$ cat src/rtl/qos_sram_arb.sv
module qos_sram_arb #(
  parameter int NPORT = 4,
  parameter int AW = 8,
  parameter int DW = 32,
  parameter logic [2*NPORT-1:0] RST_LVL = 8'b10_10_11_11,
  parameter logic [NPORT-1:0] FIXED = 4'b0001,
  localparam int PW = (NPORT > 1) ? $clog2(NPORT) : 1
) (
  input  logic                clk,
  input  logic                rst_n,
  input  logic [NPORT-1:0]    req,
  input  logic [NPORT*AW-1:0] addr,
  input  logic [NPORT-1:0]    we,
  input  logic [NPORT*DW-1:0] wdata,
  output logic [NPORT-1:0]    gnt,
  output logic [NPORT-1:0]    rvalid,
  output logic [NPORT*DW-1:0] rdata,
  output logic                mem_en,
  output logic                mem_we,
  output logic [AW-1:0]       mem_addr,
  output logic [DW-1:0]       mem_wdata,
  input  logic [DW-1:0]       mem_rdata,
  input  logic                cfg_we,
  input  logic [PW-1:0]       cfg_sel,
  input  logic [3:0]          cfg_be,
  input  logic [31:0]         cfg_wdata,
  output logic [31:0]         cfg_rdata
);

  logic [1:0]         lvl [NPORT];
  logic [2*NPORT-1:0] lvl_flat;
  logic [NPORT-1:0]   waited_q;
  logic [NPORT-1:0]   elig;
  logic [PW-1:0]      sel;
  logic [1:0]         best;
  logic               any;
  logic               full_wr;

  assign full_wr = cfg_we && (cfg_be == 4'hF);

  for (genvar i = 0; i < NPORT; i++) begin : g_port
    if (FIXED[i]) begin : g_fixed
      assign lvl[i] = 2'd3;
    end else begin : g_cfg
      always_ff @(posedge clk) begin
        if (!rst_n) lvl[i] <= RST_LVL[2*i +: 2];
        else if (full_wr && cfg_sel == PW'(i)) lvl[i] <= cfg_wdata[1:0];
      end
    end
    assign lvl_flat[2*i +: 2] = lvl[i];
    assign elig[i] = req[i] & (lvl[i][1] | waited_q[i]);
  end

  always_comb begin
    any = 1'b0;
    best = 2'd0;
    sel = '0;
    for (int i = 0; i < NPORT; i++) begin
      if (elig[i] && (!any || lvl[i] > best)) begin
        any = 1'b1;
        best = lvl[i];
        sel = PW'(i);
      end
    end
  end

  assign gnt       = any ? (NPORT'(1) << sel) : '0;
  assign mem_en    = any;
  assign mem_we    = any & we[sel];
  assign mem_addr  = addr[sel*AW +: AW];
  assign mem_wdata = wdata[sel*DW +: DW];
  assign rdata     = {NPORT{mem_rdata}};

  always_ff @(posedge clk) begin
    if (!rst_n) begin
      waited_q <= '0;
      rvalid   <= '0;
    end else begin
      waited_q <= req & ~gnt;
      rvalid   <= gnt & ~we;
    end
  end

  always_comb begin
    cfg_rdata = '0;
    for (int i = 0; i < NPORT; i++)
      if (cfg_sel == PW'(i)) cfg_rdata[1:0] = lvl[i];
  end

endmodule

$ cat config.mk
export PLATFORM = sky130hd
export DESIGN_NAME = qos_sram_arb
export DESIGN_NICKNAME = d
export VERILOG_FILES = /design/src/rtl/qos_sram_arb.sv
export SDC_FILE = /design/constraint.sdc
export NUM_CORES = 1
export LEC_CHECK = 0
export BUFFER_PORTS_ARGS = -buffer_cell sky130_fd_sc_hd__buf_4
export CORE_AREA = 3 3 172 174
export CTS_CLUSTER_DIAMETER = 150
export DETAILED_ROUTE_END_ITERATION = 8
export DIE_AREA = 0 0 175 177
export PLACE_DENSITY_LB_ADDON = 0.08
export SLEW_MARGIN = 30
export SYNTH_ARGS = -nofsm -noshare
export SYNTH_HDL_FRONTEND = slang
export SYNTH_SLANG_ARGS = --single-unit
$ cat constraint.sdc
create_clock -name clk -period 5.1 [get_ports clk]
set_input_delay 0.51 -clock clk [delete_from_list [all_inputs] [get_ports clk]]
set_output_delay 0.51 -clock clk [all_outputs]
set_load 0.005 [all_outputs]
==> results.sh <==
export IMPL_cts_tree="built"
export IMPL_setup_viol=0
export IMPL_synth_warnings=0
export IMPL_cp_end_kind="output pin"
export IMPL_rsz0062_at_grt="no"
export IMPL_critPathKind="primary input to output pin"
export IMPL_path_max_fanout=43
export IMPL_layout_drive_gt1_share_pct=57.5
export IMPL_track_usage_pct=8.48
export IMPL_totalWireLength_mm=14.4
export IMPL_pre_cts_ws_ns=-0.0231
export IMPL_cts_hold_buf=0
export IMPL_avgSynthCellArea_um2=7.50
export IMPL_diodes=0
export IMPL_rows=61
export IMPL_fin_crit_sh_pct=93.1
export IMPL_dieHeight_um=177
export IMPL_htreeDepth=1
export IMPL_nets=784
export IMPL_antenna_found_initial=0
export IMPL_max_freq_mhz=211
export IMPL_tightest_slew_ns=0.701
export IMPL_start_util_pct=11.8
export IMPL_slew_headroom_pct=53.1
export IMPL_synthArstFlopShare_pct=0
export IMPL_clk_latency_ns=0.25
export IMPL_syn_cell_area_um2=3290
export IMPL_firstDrtPassIters=4
export IMPL_cts_max_path_buffers=2
export IMPL_fp_dieW_um=175
export IMPL_drt_iter0_drc=80
export IMPL_final_max_slew_viol_count=0
export IMPL_grt_start_max_net_pins=44
export IMPL_netlist_top_cells_area="buf_4 36%, o211ai_2 15%, a22oi_1 9.1%"
export IMPL_synth_edf_count=0
export IMPL_grt_ovfl_total=0
export IMPL_max_cap_viol_count=0
export IMPL_finClkSkew_ns=0.00210
export IMPL_core_area_um2=27900
export IMPL_path_common_cell="ha_1"
export IMPL_clock_sinks=13
export IMPL_worstPathCellList="buf_4 -> inv_2 -> ha_1 -> a31o_2 -> o31ai_2 -> ha_1 -> nor2b_2 -> o21ai_2 -> a21oi_2 -> nor2_1 -> a21oi_1 -> ha_1 -> nor2b_1 -> o21ai_1 -> a21o_2 -> inv_2 -> buf_12 -> or3_1 -> o21ai_0 -> buf_4"
export IMPL_slowest_stage="or3_1"
export IMPL_worstPathRequired_ns=4.59
export IMPL_grt_pass1_wl_mm=20.4
export IMPL_ys_seq_elements=13
export IMPL_finalHoldViolations=0
export IMPL_ctsRootBufferMaster="clkbuf_16"
export IMPL_cp_data_arrival_time_ns=4.24
export IMPL_top_level_ports=451
export IMPL_vias_per_cell=3.48
export IMPL_hold_path_class="primary input to register"
export IMPL_cpPeakStageDelay_ns=0.35
export IMPL_syn_inst=439
export IMPL_cts_buffers=3
export IMPL_ant_nets=0
export IMPL_p_per_area_nw_per_um2=167
export IMPL_ys_seq_area_share_pct=7.91
export IMPL_wl_per_cell_um=15.7
export IMPL_synth_common_cells="160 x buf_4, 49 x inv_1, 42 x nand3_1"
export IMPL_dp_final_hpwl_mm=11.3
export IMPL_synth_cell_types=39
export IMPL_timing_final_crit_period_ns=4.75
export IMPL_syn_to_final_growth_pct=40.6
export IMPL_cts_clk_slew_worst_paths_ns=0.05
export IMPL_ir_worst_vdd_mv=0.0812
export IMPL_start_kind="primary input"
export IMPL_grt_pass1_vias=3373
export IMPL_synth_top_cell_by_area="buf_4"
export IMPL_die_area_um2=31000
export IMPL_synth_top_area_share_pct=36.5
export IMPL_hold_ws_ns=0.434
export IMPL_port_buffers=230
export IMPL_status="completed"
export IMPL_synth_most_common_cell="buf_4"
export IMPL_place_congestion=0.732
export IMPL_drc_errors=0
export IMPL_power_leakage_nw=2.30
export IMPL_finalPower_w=0.000773
export IMPL_synth_ff_type="dfxtp_1"
export IMPL_vias=3178
export IMPL_setup_slack_ns=0.350
[critical path: cells and delay by family]
kind / cells / cell delay [ns]
simple gates: 4 / 0.78
compound gates: 8 / 1.47
buf+inv: 5 / 0.63
fa+ha+maj: 3 / 0.86
[where the power goes]
group	internal [W]	switching (W)
Clock	0.000105	0.0000498
Combinational	0.000279	0.000233
Sequential	0.000105	0.00000127
[layout by cell type, fill, tap and decap left out, types with 2 or more instances in the layout]
cell       instances
ha_1               6
o21ai_2            3
inv_2              2
a21oi_1            3
buf_4            238
nand2_1           10
clkbuf_16          4
nor2b_1            3
nor2_1             7
conb_1            30
inv_1             49
mux2i_1            9
and3_1             3
or3_1              2
o21ai_1            2
a22oi_1           40
o21a_1             2
a211oi_4           2
o211ai_2          39
buf_12             6
nand3_1           42
dfxtp_1           12
[final timing paths]
kind,to,cells after the start,from,slack (ns)
max,mem_we,20,req[0],0.35
min,rvalid[0]$_SDFF_PN0_,2,we[0],0.43
max reg2reg,rvalid[2]$_SDFF_PN0_,17,lvl[4]$_SDFFE_PN1P_,1.18
min reg2reg,lvl[4]$_SDFFE_PN1P_,2,lvl[4]$_SDFFE_PN1P_,0.52
[area by class of cell]
class / instances / area [µm²]
inverter: 51 / 191
multi-input combinational: 223 / 1690
clock buffer: 3 / 75.1
tap: 378 / 473
fill: 3253 / 23300
sequential: 13 / 262
timing repair buffer: 245 / 1930
clock inverter: 1 / 5.00
[cell families (layout without fill, tap and decap cells)]
logic type      count (synthesis)  count (layout)  share of synthesized area (%)
compound gates                101             101                           29.0
fa+ha+maj                       6               6                           2.28
buf+inv                       232             300                           45.6
flops                          13              13                           7.91
mux                            10              10                           3.08
other cells                     1              30                          0.114
simple gates                   76              76                           12.0
[flip-flops by register name (all words and copies together) (netlist names)]
register  cells
rvalid        4
lvl           6
waited_q      3
[metrics by stage]
stage / area, µm² / TNS (ns) / utilization [%] / cells
finish: 4630 / 0 / 16.6 / 914
CTS: 4570 / 0 / 16.3 / 912
detailed placement: 4480 / -0.0413 / 16.0 / 908
floorplan: 3400 / 0 / - / 468
global route: 4630 / 0 / 16.6 / 914
global placement: 4480 / -0.322 / 16.0 / 908
[what timing repair did]
| item | CTS | global route |
|---|---|---|
| hold endpoints to repair | 0 | 0 |
| buffers inserted | 0 | 1 |
| pin swaps | 0 | 1 |
| gates resized for setup | 1 | 9 |
| gates cloned | 0 | 1 |
| endpoints found under the setup margin | 29 | 42 |
[routing by layer]
metal / global-route usage (%) / up-vias / routed length, µm
li1: - / 1513 / -
met1: 9.39 / 1439 / 5460
met2: 15.8 / 183 / 7450
met3: 2.06 / 43 / 1060
met4: 2.99 / 0 / 406
met5: 0 / - / 0
(Power assumes the default switching activity.)
